File: config.mk
export PLATFORM = sky130hd
export DESIGN_NAME = scl_clkgen
export DESIGN_NICKNAME = d
export VERILOG_FILES = /design/src/rtl/scl_gen_pkg.sv /design/src/rtl/scl_line_sync.sv /design/src/rtl/scl_half_calc.sv /design/src/rtl/scl_phase_fsm.sv /design/src/rtl/scl_clkgen.sv
export SDC_FILE = /design/constraint.sdc
export NUM_CORES = 1
export LEC_CHECK = 0
export BUFFER_PORTS_ARGS = -buffer_cell sky130_fd_sc_hd__buf_2
export CORE_ASPECT_RATIO = 0.9
export CORE_UTILIZATION = 50
export CTS_CLUSTER_SIZE = 12
export DETAILED_ROUTE_END_ITERATION = 16
export GPL_TIMING_DRIVEN = 0
export PLACE_DENSITY_LB_ADDON = 0.15
export SYNTH_ARGS = -nofsm -noshare
export SYNTH_HDL_FRONTEND = slang
export SYNTH_SLANG_ARGS = --single-unit
File: constraint.sdc
create_clock -name clk -period 7.04 [get_ports clk]
set_input_delay 1.056 -clock clk [delete_from_list [all_inputs] [get_ports clk]]
set_output_delay 1.056 -clock clk [all_outputs]
set_load 0.01 [all_outputs]
File: src/rtl/scl_gen_pkg.sv
package scl_gen_pkg;

    typedef enum logic [1:0] {
        PH_IDLE = 2'd0,
        PH_LOW  = 2'd1,
        PH_WAIT = 2'd2,
        PH_HIGH = 2'd3
    } phase_e;

endpackage

File: src/rtl/scl_line_sync.sv
module scl_line_sync #(
    parameter int STAGES = 2
) (
    input  logic clk,
    input  logic rst_n,
    input  logic line_in,
    output logic line_s
);
    logic [STAGES-1:0] sh_d, sh_q;

    generate
        if (STAGES == 1) begin : g_one
            always_comb sh_d = line_in;
        end else begin : g_many
            always_comb sh_d = {sh_q[STAGES-2:0], line_in};
        end
    endgenerate

    // an idle bus floats high, so reset to the released level
    always_ff @(posedge clk or negedge rst_n) begin
        if (!rst_n) sh_q <= '1;
        else        sh_q <= sh_d;
    end

    assign line_s = sh_q[STAGES-1];
endmodule

File: src/rtl/scl_half_calc.sv
module scl_half_calc #(
    parameter int DIV_W      = 16,
    parameter int MIN_SINGLE = 4,
    parameter int MIN_MULTI  = 8
) (
    input  logic [DIV_W-1:0] divisor,
    input  logic             multi_master,
    output logic [DIV_W-1:0] half_len,
    output logic [DIV_W-1:0] mid_pos
);
    localparam logic [DIV_W-1:0] FLOOR_S = DIV_W'(MIN_SINGLE);
    localparam logic [DIV_W-1:0] FLOOR_M = DIV_W'(MIN_MULTI);

    logic [DIV_W-1:0] floor_v;
    logic [DIV_W-1:0] eff;

    always_comb begin
        floor_v = multi_master ? FLOOR_M : FLOOR_S;
        eff     = (divisor < floor_v) ? floor_v : divisor;
        // even E: E/2 each half; odd E: (E-1)/2 each half -> both are E>>1
        half_len = {1'b0, eff[DIV_W-1:1]};
        mid_pos  = {1'b0, half_len[DIV_W-1:1]};
    end
endmodule

File: src/rtl/scl_phase_fsm.sv
module scl_phase_fsm
    import scl_gen_pkg::*;
#(
    parameter int DIV_W = 16
) (
    input  logic             clk,
    input  logic             rst_n,
    input  logic             en,
    input  logic             line_s,
    input  logic [DIV_W-1:0] half_len,
    input  logic [DIV_W-1:0] mid_pos,
    output logic             pull,
    output logic             strb_low,
    output logic             strb_high,
    output logic             strb_samp
);
    typedef struct packed {
        phase_e           ph;
        logic [DIV_W-1:0] cnt;
        logic             s_low;
        logic             s_high;
        logic             s_samp;
    } fsm_t;

    localparam fsm_t FSM_RST = '{ph: PH_IDLE, cnt: '0, s_low: 1'b0, s_high: 1'b0, s_samp: 1'b0};

    fsm_t st_d, st_q;
    logic [DIV_W-1:0] last_cnt;
    logic [DIV_W-1:0] cnt_inc;

    always_comb begin
        last_cnt     = half_len - 1'b1;
        cnt_inc      = st_q.cnt + 1'b1;
        st_d         = st_q;
        st_d.s_low   = 1'b0;
        st_d.s_high  = 1'b0;
        st_d.s_samp  = 1'b0;
        unique case (st_q.ph)
            PH_IDLE: begin
                st_d.ph    = PH_LOW;
                st_d.cnt   = '0;
                st_d.s_low = 1'b1;
            end
            PH_LOW: begin
                if (st_q.cnt >= last_cnt) begin
                    st_d.ph  = PH_WAIT;
                    st_d.cnt = '0;
                end else begin
                    st_d.cnt = cnt_inc;
                end
            end
            PH_WAIT: begin
                // high count may only begin once the line really is high
                if (line_s) begin
                    st_d.ph     = PH_HIGH;
                    st_d.cnt    = '0;
                    st_d.s_high = 1'b1;
                end
            end
            PH_HIGH: begin
                if (!line_s || st_q.cnt >= last_cnt) begin
                    st_d.ph    = PH_LOW;
                    st_d.cnt   = '0;
                    st_d.s_low = 1'b1;
                end else begin
                    st_d.cnt    = cnt_inc;
                    st_d.s_samp = (cnt_inc == mid_pos);
                end
            end
            default: st_d = FSM_RST;
        endcase
        if (!en) st_d = FSM_RST;
    end

    always_ff @(posedge clk or negedge rst_n) begin
        if (!rst_n) st_q <= FSM_RST;
        else        st_q <= st_d;
    end

    assign pull      = (st_q.ph == PH_LOW);
    assign strb_low  = st_q.s_low;
    assign strb_high = st_q.s_high;
    assign strb_samp = st_q.s_samp;

    assert_strobe_excl_R7: assert property (@(posedge clk) disable iff (!rst_n)
        $onehot0({st_q.s_low, st_q.s_high, st_q.s_samp}));

    assert_quiet_when_off_R8: assert property (@(posedge clk) disable iff (!rst_n)
        !en |=> (!pull && !strb_low && !strb_high && !strb_samp));

    assert_high_after_release_R5: assert property (@(posedge clk) disable iff (!rst_n)
        $rose(st_q.s_high) |-> $past(line_s));

    assert_restart_on_line_low_R6: assert property (@(posedge clk) disable iff (!rst_n)
        (st_q.ph == PH_HIGH && !line_s && en) |=> (pull && strb_low));

    assert_low_strobe_pulls_R9: assert property (@(posedge clk) disable iff (!rst_n)
        strb_low |-> pull);
endmodule

File: src/rtl/scl_clkgen.sv
module scl_clkgen #(
    parameter int DIV_W       = 16,
    parameter int SYNC_STAGES = 2,
    parameter int MIN_SINGLE  = 4,
    parameter int MIN_MULTI   = 8
) (
    input  logic             clk,
    input  logic             rst_n,
    input  logic             master_en,
    input  logic [DIV_W-1:0] divisor,
    input  logic             multi_master,
    input  logic             scl_in,
    output logic             scl_pull,
    output logic             low_start,
    output logic             high_start,
    output logic             sample_pt
);
    localparam logic [DIV_W-1:0] HALF_FLOOR_S = DIV_W'(MIN_SINGLE / 2);
    localparam logic [DIV_W-1:0] HALF_FLOOR_M = DIV_W'(MIN_MULTI / 2);

    logic             line_s;
    logic [DIV_W-1:0] half_len;
    logic [DIV_W-1:0] mid_pos;

    scl_line_sync #(.STAGES(SYNC_STAGES)) u_sync (
        .clk     (clk),
        .rst_n   (rst_n),
        .line_in (scl_in),
        .line_s  (line_s)
    );

    scl_half_calc #(
        .DIV_W      (DIV_W),
        .MIN_SINGLE (MIN_SINGLE),
        .MIN_MULTI  (MIN_MULTI)
    ) u_half (
        .divisor      (divisor),
        .multi_master (multi_master),
        .half_len     (half_len),
        .mid_pos      (mid_pos)
    );

    scl_phase_fsm #(.DIV_W(DIV_W)) u_fsm (
        .clk       (clk),
        .rst_n     (rst_n),
        .en        (master_en),
        .line_s    (line_s),
        .half_len  (half_len),
        .mid_pos   (mid_pos),
        .pull      (scl_pull),
        .strb_low  (low_start),
        .strb_high (high_start),
        .strb_samp (sample_pt)
    );

    assert_clamp_floor_R3: assert property (@(posedge clk) disable iff (!rst_n)
        half_len >= (multi_master ? HALF_FLOOR_M : HALF_FLOOR_S));
endmodule

# Word-level counts from Yosys, hierarchy flattened

Cells that the tools add are included.

Flip-flop bits (word level): 23
Output and inout bits: 4

Add/subtract/negate cells: 2
Eq/ne operators: 7
Reductions and logical operators: 4
Muxes and demuxes: 15
$lt $le $gt $ge: 2

Operators by type and width:

| operator                                                             | count |
|---|---|
| 18-bit one-hot mux with 4 select lines                               | 1 |
| 16-bit 2-to-1 mux                                                    | 3 |
| 21-bit 2-to-1 mux                                                    | 1 |
| 18-bit 2-to-1 mux                                                    | 1 |
| 16-bit by 1-bit adder with 16-bit output, second input constant      | 1 |
| 16-bit by 14-bit == test with 1-bit output                           | 1 |
| 16-bit greater-or-equal comparator                                   | 1 |
| 16-bit < comparator                                                  | 1 |
| 15-bit by 1-bit subtractor with 16-bit output, second input constant | 1 |
| 3-bit by 2-bit != test with 1-bit output, second input constant      | 2 |
| 1-bit 2-to-1 mux                                                     | 5 |
| 2-bit == test, second input constant                                 | 2 |
| 2-bit 2-to-1 mux                                                     | 2 |
| 4-bit 2-to-1 mux                                                     | 1 |
| 3-bit != test, second input constant                                 | 1 |
| 3-bit AND reduction                                                  | 1 |
| 2-bit by 1-bit == test with 1-bit output, second input constant      | 1 |
| 2-bit logical NOT                                                    | 1 |
| 1-bit one-hot mux with 2 select lines                                | 1 |
| 1-bit logical NOT                                                    | 1 |
| 1-bit logical OR                                                     | 1 |

# Logic depth before layout (Yosys ltp)

Word-level depth: 9
Mapped depth: 21
Mapped depth without buffers: 17

# Cells and area by module

A second synthesis with hierarchy kept.

Cells, all modules: 318
Area, all modules: 2643.8 um^2

By module, submodules not included:

| module        | cells each | instances | area an instance (um^2) |
|---|---|---|---|
| scl_phase_fsm | 273        | 1         | 2313.5 |
| scl_half_calc | 43         | 1         | 277.8 |
| scl_line_sync | 2          | 1         | 52.6 |

# Least setup slack after synthesis

No wires, ideal clock.

Path type: input to register
Start: input divisor[11]
End: register u_fsm.st_q[3] (netlist bit)
Path buffers: 5
Stages on the path: 18
Arrival time: 4.678 ns
Required time: 6.915 ns
Slack: 2.237 ns
Library setup time: 0.125 ns
Path through: buf_2 -> nor4_1 -> nand2b_4 -> or4_4 -> buf_6 -> a21oi_1 -> ha_1 -> clkbuf_1 -> nand3_1 -> xor2_1 -> ha_1 -> nand4_1 -> nor3_1 -> nand3_1 -> and4_1 -> clkbuf_1 -> clkbuf_1 -> mux2_2

Cells in the longest elaborated chain, start to end: 8
Elaborated cells on any way between the ends: 9
Classes of those cells: add/sub (1); order compare (2); mux (5); reduce/logical (1)

Ends and longest elaborated chain:

| item                                              | line                                     | source |
|---|---|---|
| from (decl)                                       | scl_clkgen.sv:10                         | `input logic [DIV_W-1:0] divisor,` |
| 16-bit < comparator                               | scl_half_calc.sv:19                      | `eff = (divisor < floor_v) ? floor_v : divisor;` |
| 16-bit 2-to-1 mux (*)                             | scl_half_calc.sv:19                      |  |
| 15-bit by 1-bit subtractor with 16-bit output (*) | scl_phase_fsm.sv:32                      | `last_cnt = half_len - 1'b1;` |
| 16-bit greater-or-equal comparator (*)            | scl_phase_fsm.sv:45, scl_phase_fsm.sv:61 |  |
| 1-bit logical OR                                  | scl_phase_fsm.sv:61                      | `if (!line_s \|\| st_q.cnt >= last_cnt) begin` |
| 16-bit 2-to-1 mux                                 | scl_phase_fsm.sv:61                      |  |
| 18-bit one-hot mux with 4 select lines (*)        | scl_phase_fsm.sv:38                      | `unique case (st_q.ph)` |
| 21-bit 2-to-1 mux (*)                             | scl_phase_fsm.sv:72                      | `if (!en) st_d = FSM_RST;` |
| to (signal assigned)                              | scl_phase_fsm.sv:77                      | `else st_q <= st_d;` |
| to (decl)                                         | scl_phase_fsm.sv:27                      | `fsm_t st_d, st_q;` |

Mark *: on every way between the ends. The rest lies on a longest branch, timed or not.
A chain may end at the register's enable or synchronous reset.

# Final worst setup path

Start: input divisor[14]
End: register u_fsm.st_q[3] (netlist bit)

The elaborated chain is that of the path after synthesis.

==> flow_metrics.env <==
export IMPL_yosysTopAreaCell="dfrtp_1"
export IMPL_final_util_pct=57.6
export IMPL_clock_latency_ns=0.27
export IMPL_initial_utilization_pct=52.5
export IMPL_numClockSinks=23
export IMPL_setup_tns_final_ns=0
export IMPL_rsz0062_at_grt="false"
export IMPL_reg2reg_from="u_fsm.st_q[3]"
export IMPL_hp_class="reg2reg"
export IMPL_vdd_drop_max_v=0.000150
export IMPL_initialDrtViolationCount=157
export IMPL_cts_clk_slew_worst_paths_ns=0.09
export IMPL_cts_tree="done"
export IMPL_outcome="completed"
export IMPL_grt_pass1_wl_mm=9.91
export IMPL_yosysTopAreaCellShare_pct=22.3
export IMPL_fillers=430
export IMPL_firstDrtPassIters=5
export IMPL_via_per_inst=5.94
export IMPL_antenna_found_initial=0
export IMPL_ys_flop_type="dfrtp_1"
export IMPL_final_max_slew_viol_count=0
export IMPL_multi_input_area_mm2=0.00166
export IMPL_critical_path_startpoint="divisor[14]"
export IMPL_critPathMaxFanout=10
export IMPL_io_buffers=21
export IMPL_drt_wirelength_per_cell_um=15.5
export IMPL_r2r_cells=11
export IMPL_dieHeight_um=67.2
export IMPL_die_area_mm2=0.00500
export IMPL_cts_hold_fix_buffers=0
export IMPL_worstPathRequired_ns=7.20
export IMPL_cts_root_buffer="clkbuf_8"
export IMPL_ctsResizeCount=0
export IMPL_grtUsageTotal_pct=26.3
export IMPL_r2r_end="u_fsm.st_q[17]"
export IMPL_drv_cap=0
export IMPL_post_cts_buffers=0
export IMPL_rows=23
export IMPL_end_kind="flip-flop"
export IMPL_slew_headroom_pct=57.7
export IMPL_tightest_slew_ns=0.632
export IMPL_drtAntennaViolNets=0
export IMPL_final_nets=365
export IMPL_p_per_area_mw_per_mm2=157
export IMPL_ys_warn_count=0
export IMPL_grt_overflow_total=0
export IMPL_ys_top_cells_by_area="dfrtp_1 22%, ha_1 12%, xor2_1 5.6%"
export IMPL_max_freq_mhz=185
export IMPL_fin_hold_ws_ns=0.364
export IMPL_top_level_ports=25
export IMPL_critPathCapture="u_fsm.st_q[3]"
export IMPL_fin_worst_skew_ns=0.00335
export IMPL_dp_slack_ns=1.38
export IMPL_synth_commonest_cells="29 x nand2_1, 23 x a21oi_1, 23 x ha_1, 21 x dfrtp_1, 21 x nor2_1"
export IMPL_grt_pass1_vias=2065
export IMPL_syn_inst=295
export IMPL_reg2reg_slack_ns=3.83
export IMPL_n_antenna_cell=0
export IMPL_setup_viol=0
export IMPL_ys_seq_elements=23
export IMPL_cp_start_kind="primary input"
export IMPL_grt_max_degree=24
export IMPL_wl_mm=5.93
export IMPL_synth_area_mm2=0.00236
export IMPL_clk_path_buf_depth=2
export IMPL_htree_levels=1
export IMPL_arrival_ns=5.57
export IMPL_core_mm2=0.00449
export IMPL_syn_avg_cell_area_um2=7.99
export IMPL_synth_fp_nets=339
export IMPL_area_growth_pct=9.71
export IMPL_drc=0
export IMPL_drive_gt1_share_pct=12.5
export IMPL_worstSetupPathType="in2reg"
export IMPL_synth_distinct_cells=55
export IMPL_cts_inserted_buffers=3
export IMPL_synth_most_common_cell="nand2_1"
export IMPL_dr_total_vias=2270
export IMPL_synth_edf_count=0
export IMPL_finalHoldViolations=0
export IMPL_die_w_um=74.4
export IMPL_finalWorstSetupSlack_ns=1.63
export IMPL_dp_hpwl_mm=4.68
export IMPL_finalCritPeriodShare_pct=76.9
export IMPL_ys_seq_area_share_pct=24.5
export IMPL_gp_congestion=0.904
export IMPL_p_leak_nw=1.08
export IMPL_seqCellArea_um2=578
export IMPL_finalPower_w=0.000405
export IMPL_min_period_ns=5.41
export IMPL_synthArstFlopShare_pct=100
[stage by stage]
step	cells	instance area, µm²
floorplan	295	2360
global route	382	2590
global placement	378	2540
finish	382	2590
detailed placement	378	2540
CTS	382	2590
[final cells by class]
| class | count | share of cell area [%] |
|---|---|---|
| clock buffers | 3 | 1.60 |
| inverters | 10 | 1.45 |
| clock inverters | 1 | 0.193 |
| repair buffers | 21 | 4.06 |
| well taps | 62 | 3.00 |
| plain buffers | 16 | 3.09 |
| flip-flops and latches | 23 | 22.3 |
| multi-input cells | 246 | 64.3 |
[metal layers]
layer / up-vias / wire length, µm / global-route usage (%)
met2: 62 / 2570 / 42.7
met5: - / 0 / 0
li1: 1132 / - / -
met4: 0 / 57 / 4.48
met3: 8 / 276 / 2.54
met1: 1068 / 3030 / 38.5
[placed cells by master (no fill, tap or decap), types with 4 or more instances in the layout]
cell and count:
nand2b_1 6, inv_1 10, dfrtp_1 21, ha_1 23
buf_2 22, a21oi_1 23, or3_1 4, clkbuf_1 11
nor2_1 21, nand3b_1 5, nor3_1 7, and3_1 5
xnor2_1 13, nand3_1 17, o21ai_0 17, nand2_1 29
nand4_1 8, xor2_1 15, a31oi_1 11
[report_power, final]
part	leakage (nW)	internal (W)	switching (W)	total, W
Sequential	0.311	0.000144	0.00000949	0.000153
Combinational	0.743	0.0000653	0.000101	0.000166
Clock	0.0255	0.0000396	0.0000466	0.0000862
[registers in the layout, indices dropped and copies added (netlist names)]
register	flops
u_fsm.strb_low	1
u_fsm.st_q	18
u_fsm.strb_high	1
u_sync.sh_q	2
u_fsm.strb_samp	1
[critical path: stages]
cell	delay, ns
buf_2	0.12
nor4_1	0.50
nand2b_4	0.09
or4_4	0.49
buf_6	0.15
a21oi_1	0.16
ha_1	0.16
clkbuf_1	0.29
nand3_1	0.14
xor2_1	0.19
ha_1	0.34
nand4_1	0.11
nor3_1	0.48
nand3_1	0.20
and4_1	0.24
clkbuf_1	0.23
clkbuf_1	0.31
mux2_2	0.33
[logic make-up (layout without fill, tap and decap cells)]
family | count (synthesis) | in the layout | synth area share, %
multiplexers | 3 | 3 | 1.91
adder cells (fa/ha/maj) | 23 | 23 | 12.2
XOR/XNOR | 28 | 28 | 10.4
flip-flops | 23 | 23 | 24.5
AND/OR/NAND/NOR | 121 | 121 | 27.5
buffers and inverters | 26 | 51 | 4.99
AO/OA/AOI/OAI | 71 | 71 | 18.5
[worst min path at each step]
stage | from | endpoint | slack (ns) | cells past startpoint
after global placement | u_sync.sh_q[0] | u_sync.sh_q[1] | 0.35 | 0
after detailed placement | u_sync.sh_q[0] | u_sync.sh_q[1] | 0.35 | 0
after CTS | u_sync.sh_q[0] | u_sync.sh_q[1] | 0.36 | 0
after global routing | u_sync.sh_q[0] | u_sync.sh_q[1] | 0.37 | 0
after floorplan | u_sync.sh_q[0] | u_sync.sh_q[1] | 0.35 | 0
final | u_sync.sh_q[0] | u_sync.sh_q[1] | 0.36 | 0
Power figures use the tool's default switching activity.
